### src/rtl/zbt_pkg.sv
// Shared types for the zero-turnaround SRAM.
// Assumes a 2-bit burst counter; the block size is fixed at four words.
package zbt_pkg;

    typedef enum logic [1:0] {
        OP_IDLE  = 2'd0,
        OP_READ  = 2'd1,
        OP_WRITE = 2'd2
    } op_kind_e;

    // Low two address bits for burst beat cnt starting at offset start.
    function automatic logic [1:0] burst_offset(input logic [1:0] start,
                                                input logic [1:0] cnt,
                                                input logic       ilv);
        return ilv ? (start ^ cnt) : (start + cnt);
    endfunction

endpackage

### src/rtl/zbt_burst_ctrl.sv
// Address stage: captures a new cycle at a start edge or advances the burst.
// Assumes the mode input is held steady for the length of a burst.
module zbt_burst_ctrl
    import zbt_pkg::*;
#(
    parameter int AW  = 6,
    parameter int NBE = 4
) (
    input  logic           clk,
    input  logic           rst_n,
    input  logic           cke_n,
    input  logic           start_n,
    input  logic           we_n,
    input  logic [AW-1:0]  addr,
    input  logic [NBE-1:0] be_n,
    input  logic           sel_ok,
    input  logic           sleep,
    input  logic           burst_ilv,
    output op_kind_e       op_kind,
    output logic [AW-1:0]  op_addr,
    output logic [NBE-1:0] op_be
);

    op_kind_e       kind_q;
    logic [AW-1:0]  base_q;
    logic [1:0]     cnt_q;
    logic [NBE-1:0] be_q;

    // Load a fresh cycle or step the burst on each enabled edge.
    always_ff @(posedge clk) begin
        if (!rst_n) begin
            kind_q <= OP_IDLE;
            base_q <= '0;
            cnt_q  <= '0;
            be_q   <= '0;
        end else if (!cke_n) begin
            if (!start_n) begin
                base_q <= addr;
                cnt_q  <= '0;
                be_q   <= ~be_n;
                if (sel_ok && !sleep)
                    kind_q <= we_n ? OP_READ : OP_WRITE;
                else
                    kind_q <= OP_IDLE;
            end else begin
                cnt_q <= cnt_q + 2'd1;
                if (sleep)
                    kind_q <= OP_IDLE;
            end
        end
    end

    // Current beat address from base and burst count.
    always_comb begin
        op_kind = kind_q;
        op_be   = be_q;
        op_addr = {base_q[AW-1:2], burst_offset(base_q[1:0], cnt_q, burst_ilv)};
    end

    assert_adv_count_R2: assert property (@(posedge clk) disable iff (!rst_n)
        (!cke_n && start_n) |=> (cnt_q == $past(cnt_q) + 2'd1));

    assert_adv_base_R2: assert property (@(posedge clk) disable iff (!rst_n)
        (!cke_n && start_n) |=> $stable(base_q));

    assert_type_kept_R4: assert property (@(posedge clk) disable iff (!rst_n)
        (!cke_n && start_n && !sleep) |=> (kind_q == $past(kind_q)));

    assert_freeze_R6: assert property (@(posedge clk) disable iff (!rst_n)
        cke_n |=> ($stable(cnt_q) && $stable(kind_q) && $stable(base_q)));

    assert_desel_R7: assert property (@(posedge clk) disable iff (!rst_n)
        (!cke_n && !start_n && !sel_ok) |=> (kind_q == OP_IDLE));

    assert_sleep_R10: assert property (@(posedge clk) disable iff (!rst_n)
        (!cke_n && sleep) |=> (kind_q == OP_IDLE));

endmodule

### src/rtl/zbt_array.sv
// Lane-sliced storage plus the read output register.
// Resolves one operation per enabled edge, so program order is kept.
module zbt_array
    import zbt_pkg::*;
#(
    parameter int AW  = 6,
    parameter int NBE = 4,
    parameter int BW  = 8
) (
    input  logic              clk,
    input  logic              rst_n,
    input  logic              cke_n,
    input  op_kind_e          kind,
    input  logic [AW-1:0]     addr,
    input  logic [NBE-1:0]    be,
    input  logic [NBE*BW-1:0] wdata,
    output logic [NBE*BW-1:0] rdata,
    output logic              rvalid
);

    localparam int DEPTH = 1 << AW;

    for (genvar g = 0; g < NBE; g++) begin : g_lane
        logic [BW-1:0] mem [DEPTH];
        logic [BW-1:0] out_q;

        // Byte write of this lane at the resolve stage.
        always_ff @(posedge clk) begin
            if (rst_n && !cke_n && kind == OP_WRITE && be[g])
                mem[addr] <= wdata[g*BW +: BW];
        end

        // Read this lane into the output register.
        always_ff @(posedge clk) begin
            if (!rst_n)
                out_q <= '0;
            else if (!cke_n && kind == OP_READ)
                out_q <= mem[addr];
        end

        assign rdata[g*BW +: BW] = out_q;
    end

    // Marks that the output register holds a fresh read result.
    always_ff @(posedge clk) begin
        if (!rst_n)
            rvalid <= 1'b0;
        else if (!cke_n)
            rvalid <= (kind == OP_READ);
    end

    assert_out_hold_R6: assert property (@(posedge clk) disable iff (!rst_n)
        cke_n |=> ($stable(rdata) && $stable(rvalid)));

endmodule

### src/rtl/zbt_sram.sv
// Top: chip-select decode, middle pipeline stage, bus driver.
// Assumes oe_n and sleep act without a clock on the driver.
module zbt_sram
    import zbt_pkg::*;
#(
    parameter int AW  = 6,
    parameter int NBE = 4,
    parameter int BW  = 8
) (
    input  logic              clk,
    input  logic              rst_n,
    input  logic              cke_n,
    input  logic              start_n,
    input  logic              we_n,
    input  logic [NBE-1:0]    be_n,
    input  logic              sel_a_n,
    input  logic              sel_b,
    input  logic              sel_c_n,
    input  logic              burst_ilv,
    input  logic              sleep,
    input  logic              oe_n,
    input  logic [AW-1:0]     addr,
    input  logic [NBE*BW-1:0] din,
    output logic [NBE*BW-1:0] dq_out,
    output logic              dq_drive
);

    localparam int DW = NBE * BW;

    logic           sel_ok;
    op_kind_e       s0_kind, s1_kind;
    logic [AW-1:0]  s0_addr, s1_addr;
    logic [NBE-1:0] s0_be, s1_be;
    logic [DW-1:0]  rdata;
    logic           rvalid;

    // All three selects must agree at a start edge.
    assign sel_ok = !sel_a_n && sel_b && !sel_c_n;

    zbt_burst_ctrl #(.AW(AW), .NBE(NBE)) u_ctrl (
        .clk(clk), .rst_n(rst_n), .cke_n(cke_n), .start_n(start_n),
        .we_n(we_n), .addr(addr), .be_n(be_n), .sel_ok(sel_ok),
        .sleep(sleep), .burst_ilv(burst_ilv),
        .op_kind(s0_kind), .op_addr(s0_addr), .op_be(s0_be)
    );

    // Middle stage: delays each operation one enabled edge.
    always_ff @(posedge clk) begin
        if (!rst_n) begin
            s1_kind <= OP_IDLE;
            s1_addr <= '0;
            s1_be   <= '0;
        end else if (!cke_n) begin
            s1_kind <= s0_kind;
            s1_addr <= s0_addr;
            s1_be   <= s0_be;
        end
    end

    zbt_array #(.AW(AW), .NBE(NBE), .BW(BW)) u_array (
        .clk(clk), .rst_n(rst_n), .cke_n(cke_n), .kind(s1_kind),
        .addr(s1_addr), .be(s1_be), .wdata(din),
        .rdata(rdata), .rvalid(rvalid)
    );

    // Bus driver gated by output enable and sleep.
    always_comb begin
        dq_drive = rvalid && !oe_n && !sleep;
        dq_out   = dq_drive ? rdata : '0;
    end

    assert_read_lands_R8: assert property (@(posedge clk) disable iff (!rst_n)
        (!cke_n && s1_kind == OP_READ) |=> rvalid);

    assert_nonread_clears_R8: assert property (@(posedge clk) disable iff (!rst_n)
        (!cke_n && s1_kind != OP_READ) |=> !rvalid);

    assert_stage_follow_R1: assert property (@(posedge clk) disable iff (!rst_n)
        !cke_n |=> (s1_kind == $past(s0_kind)));

    assert_stage_hold_R6: assert property (@(posedge clk) disable iff (!rst_n)
        cke_n |=> ($stable(s1_kind) && $stable(s1_addr)));

endmodule

### config.mk
export PLATFORM = sky130hd
export DESIGN_NAME = zbt_sram
export DESIGN_NICKNAME = d
export VERILOG_FILES = /design/src/rtl/zbt_pkg.sv /design/src/rtl/zbt_burst_ctrl.sv /design/src/rtl/zbt_array.sv /design/src/rtl/zbt_sram.sv
export SDC_FILE = /design/constraint.sdc
export NUM_CORES = 2
export LEC_CHECK = 0
export BUFFER_PORTS_ARGS = -buffer_cell sky130_fd_sc_hd__buf_2
export CORE_MARGIN = 3
export CORE_UTILIZATION = 38
export CTS_CLUSTER_DIAMETER = 100
export DETAILED_ROUTE_END_ITERATION = 8
export MAX_ROUTING_LAYER = met4
export PLACE_DENSITY_LB_ADDON = 0.15
export SYNTH_ARGS = -nofsm -noshare
export SYNTH_HDL_FRONTEND = slang
export SYNTH_SLANG_ARGS = --single-unit
### constraint.sdc
create_clock -name clk -period 2.3 [get_ports clk]
set_input_delay 0.46 -clock clk [delete_from_list [all_inputs] [get_ports clk]]
set_output_delay 0.46 -clock clk [all_outputs]
set_load 0.02 [all_outputs]
# --- After elaboration in Yosys (flattened, before gate mapping) ---
# Memories as Yosys holds them, arrays and structs flattened. A register that Yosys moved wholly into a read port is not among the register bits.
# Cells that the tools add are included.
classes:
  n_addsub: 2
  n_mul: 0
  div_mod_pow: 0
  n_lt_le_gt_ge: 0
  eq_ne: 3
  shifts: 0
  mux: 15
  bitwise_logic: 4
  reduce_logical: 23
op_table:
  columns: ["operator", "n"]
  rows:
  - ["two-way mux 32 bit", 1]
  - ["logical AND 1 bit", 12]
  - ["two-way mux 2 bit", 6]
  - ["zero test 1 bit", 9]
  - ["two-way mux 1 bit", 8]
  - ["inverter 4 bit", 1]
  - ["AND reduction 2 bit", 2]
  - ["adder 2 x 1 -> 2 bit (second input constant)", 1]
  - ["adder 2 bit", 1]
  - ["== test 2 x 1 -> 1 bit (second input constant)", 1]
  - ["== test 2 bit (second input constant)", 1]
  - ["!= test 2 x 1 -> 1 bit (second input constant)", 1]
  - ["inverter 1 bit", 2]
  - ["bitwise XOR 2 bit", 1]
totals:
  register_bits: 27
  latchBits: 0
  ram_bits: 2048
  mem_bits_ro: 0
  inputBits: 53
  out_inout_bits: 33
  mem_count: 4
memory_table:
  columns: ["name", "words", "width", "rd", "rd_clocked_by_memory_dff", "write_ports", "line_no", "text"]
  rows:
  - ["u_array.g_lane[0].mem", 64, 8, 1, 1, 1, "zbt_array.sv:24", "logic [BW-1:0] mem [DEPTH];"]
  - ["u_array.g_lane[1].mem", 64, 8, 1, 1, 1, "zbt_array.sv:24", null]
  - ["u_array.g_lane[2].mem", 64, 8, 1, 1, 1, "zbt_array.sv:24", null]
  - ["u_array.g_lane[3].mem", 64, 8, 1, 1, 1, "zbt_array.sv:24", null]

# --- Logic depth before layout (Yosys ltp) ---
logic_depth:
  depth_word: 6
  depth_mapped: 12

# --- Cells and area by module ---
# A second synthesis with hierarchy kept.
hier_totals:
  hier_cells: 4753
  hier_area_um2: 82556.7
modules_own_cells:
  columns: ["module", "instances", "cells_per_inst", "area_each_um2"]
  rows:
  - ["zbt_array", 1, 4610, 81209.1]
  - ["zbt_sram", 1, 75, 721.9]
  - ["zbt_burst_ctrl", 1, 68, 625.6]

# --- Least setup slack after synthesis ---
# Ideal clock, no wire load.
synth_path:
  kind: "reg2reg"
  from: "register s1_addr[3]"
  to: "memory u_array.g_lane[0].mem[10][0], enable pin"
  setup_time_ps: 370
  arrival_time_ps: 2070
  setup_slack_ps: -140
  path_stages_with_launch: 8
  path_buffers: 4
  synth_period_minus_slack_ps: 2440
  path_cell_list: "dfxtp_1 -> buf_2 -> buf_2 -> nor3b_1 -> buf_2 -> buf_2 -> nand2_1 -> nor2_1"
synth_rtl:
  columns: ["item", "line_no", "text"]
  rows:
  - ["from (decl)", "zbt_sram.sv:32", "logic [AW-1:0] s0_addr, s1_addr;"]
  - ["from (signal assigned)", "zbt_sram.sv:55", "s1_addr <= s0_addr;"]
  - ["to (decl)", "zbt_array.sv:24", null]
# Straight into the memory's write port.

# --- Worst setup path after layout ---
layout_path:
  from: "register u_array.rvalid"
  to: "output dq_out[29]"
layout_between:
  elab_chain_cells: 3
layout_rtl:
  columns: ["item", "line_no", "text"]
  rows:
  - ["from (decl)", "zbt_array.sv:18", "output logic rvalid"]
  - ["from (signal assigned)", "zbt_array.sv:49", "rvalid <= (kind == OP_READ);"]
  - ["logical AND 1 bit (2 in a row)", "zbt_sram.sv:68", "dq_drive = rvalid && !oe_n && !sleep;"]
  - ["two-way mux 32 bit", "zbt_sram.sv:69", "dq_out = dq_drive ? rdata : '0;"]
  - ["to (decl)", "zbt_sram.sv:24", "output logic [NBE*BW-1:0] dq_out,"]
# Every way passes these cells.

==> out/qor.txt <==
status -> finished with violations
violated checks -> setup timing
Top Metal Used -> met4
total power -> 82.9 mW
ys async rst share -> 0
Final Hold Vio Count -> 0
# DRC -> 0
full die area -> 221000 um2
Clock Skew -> 0.0551 ns
grt ovf -> 0
Critical R2R Capture -> u_array.g_lane[2].out_q[5]
Distinct cells, synth -> 77
synthesized flop and latch total -> 2107
Max Transition Viols Final -> 0
row cnt -> 169
leakage -> 36.4 nW
Most used DFF post-synth -> edfxtp_1
Setup WS post-layout -> -0.307 ns
Cells after Synth -> 4729
Rel. slew slack -> 0.147
first-pass GRT wire length -> 428000 um
Max VDD drop -> 0.773 mV
area grow syn2layout -> 35.4%
DRT antenna net count -> 0
CTS Buffer Depth -> 3
Setup Viol. Count Final -> 405
Root Driver -> clkbuf_16
worst r2r src -> s1_addr[2]
Synth Net Count -> 4783
Power Dens Cells -> 747 nW/um2
synthesized cell area -> 82000 um2
Std-Cell Core Area -> 213000 um2
top cells by area, synth -> edfxtp_1 75%, mux4_2 3.4%, a221oi_1 2.6%
Die Wd -> 471 um
worst path required time -> 1.84 ns
Pre-antenna DRT Iters -> 7
top cell type by total area after synthesis -> edfxtp_1
register area share after synthesis -> 0.764
Setup WS pre-CTS -> -1.02 ns
initial antenna violation count -> 12
CTS sink cnt -> 2107
CP max FO -> 15
Startpoint Class -> register
metal3 WL -> 29700 um
Routed WL per cell -> 34.6 um
via count -> 53410
FF-to-FF path depth -> 10
largest net degree at the start of global routing -> 65
GRT Total Usage -> 0.284
chip height -> 471 um
Routed met1 length -> 130000 um
Post-synth EDFFs -> 2048
RSZ-0062 raised after global routing -> true
max_cap viols -> 0
Worst Setup SP -> u_array.rvalid
worst skew pair latency -> 0.89 ns
DP Wirelength -> 201000 um
yosys warns -> 0
critical path capture point -> dq_out[29]
most frequent cell after synthesis -> edfxtp_1
WP data arrival -> 2.15 ns
Critical Path End Type -> primary output
Worst Hold Class -> in2reg
GPL Wtd Cong -> 0.963
Port-buffer cells -> 85
Yosys top cell area share -> 0.750
synth cell count leaders -> 2048 x edfxtp_1, 387 x nor2_1, 243 x a221oi_1, 234 x a22oi_1, 180 x nand2_1
CTS tree -> yes
layout cells sized above 1 -> 0.420
Worst-Margin Slew -> 1.28 ns
final layout net count -> 6037
crit path kind -> reg2out
Vias/cell -> 5.93
met2 WL -> 142000 um
CTS H-Tree Depth -> 4
I/O pins -> 86
Initial Util -> 0.384
final wirelength -> 312000 um
HP Start -> din[4]
vias in the first global route -> 51763
CTS Buf Count -> 219
Fmax -> 0.384 GHz
flop-to-flop setup slack -> -0.30 ns
Post-Syn Area per Cell -> 17.3 um2
DRT iter0 DRCs -> 7176
minimum clock period -> 2.61 ns
Final Cycle Share -> 1.13
Worst-path clk slew -> 0.06 ns
[worst max-delay path, cell delays in order (launching register included)]
cell and delay (ns):
dfxtp_2 0.33, nor3b_4 0.22, buf_12 0.19, buf_16 0.22, and2_1 0.16, buf_4 0.14
[registers in the layout (all words and copies together), names as in the netlist]
register              count
s1_addr                   6
s1_be                     4
s1_kind                   2
u_array.g_lane.mem     2048
u_array.g_lane.out_q     32
u_array.rvalid            1
u_ctrl.base_q             6
u_ctrl.cnt_q              2
u_ctrl.op_be              4
u_ctrl.op_kind            2
[layout make-up]
class | count | area (um2)
clock buffers | 285 | 5930
multi-input cells | 2267 | 21000
well taps | 2821 | 3530
clock inverters | 130 | 1390
flip-flops and latches | 2107 | 62700
fillers | 17220 | 102000
inverters | 4 | 37.5
repair buffers | 1384 | 16400
diodes | 11 | 27.5
[kinds of logic (layout without fill, tap and decap cells)]
kind of cell	after synthesis	after routing	synth area share
adders and majority gates	1	1	0.000153
xor gates and xnor gates	2	2	0.000214
AOI/OAI and AO/OA	1078	1078	0.0964
and+or+nand+nor	732	732	0.0389
buffers and inverters	355	1803	0.0221
other	0	11	0
DFF	2107	2107	0.764
muxes	454	454	0.0778
[through the flow]
step	instances	TNS, ns	hold WS (ns)	area (um2)	util
global placement	8346	-320.46	0.465	96500	0.452
CTS	8947	-14.57	0.0237	109000	0.511
global route	9007	-23.37	0.0600	111000	0.520
floorplan	4729	-40.63	0.443	82300	-
detailed placement	8346	-312.41	0.468	96500	0.452
finish	9009	-24.77	0.0712	111000	0.520
[worst min-delay path by stage]
stage,end,slack [ns],depth (start not counted)
3_3_place_gp,u_ctrl.base_q[0],0.47,2
6_report,u_array.g_lane[0].mem[10][4],0.07,2
3_5_place_dp,u_ctrl.base_q[2],0.47,2
4_1_cts,u_array.g_lane[0].mem[15][7],0.02,1
2_1_floorplan,u_ctrl.base_q[2],0.44,2
5_1_grt,u_array.g_lane[0].mem[6][7],0.06,1
[metal layers]
metal  track usage  vias to the layer above
li1              -                    21871
met3        0.0589                      517
met5             -                        -
met2         0.423                     2920
met4        0.0836                        0
met1         0.393                    28102
[what timing repair did]
item | 4_1_cts | 5_1_grt
gates cloned | 27 | 3
buffers inserted | 153 | 71
hold buffers | 21 | 0
endpoints found under the hold margin | 27 | 0
gates resized for setup | 663 | 361
pin swaps | 169 | 144
setup endpoints to repair | 1729 | 758
[cell usage in the layout (no fill, tap or decap), types with 131 or more instances in the layout]
cell / n
a221oi_1: 131
a22oi_1: 182
buf_12: 361
buf_4: 734
buf_6: 146
clkbuf_16: 224
edfxtp_1: 2048
mux2_2: 132
mux2i_1: 151
nand2_1: 137
nor2_1: 212
nor2_2: 145
[power breakdown]
group	leakage (nW)	switching (mW)	total [mW]	internal, mW
logic	13.9	2.81	4.75	1.94
registers	18.9	0.0221	42.1	42.1
clock network	3.57	15.4	36.0	20.6
total	36.4	18.2	82.9	64.6
Note: power is estimated with default switching activity, not from simulation.
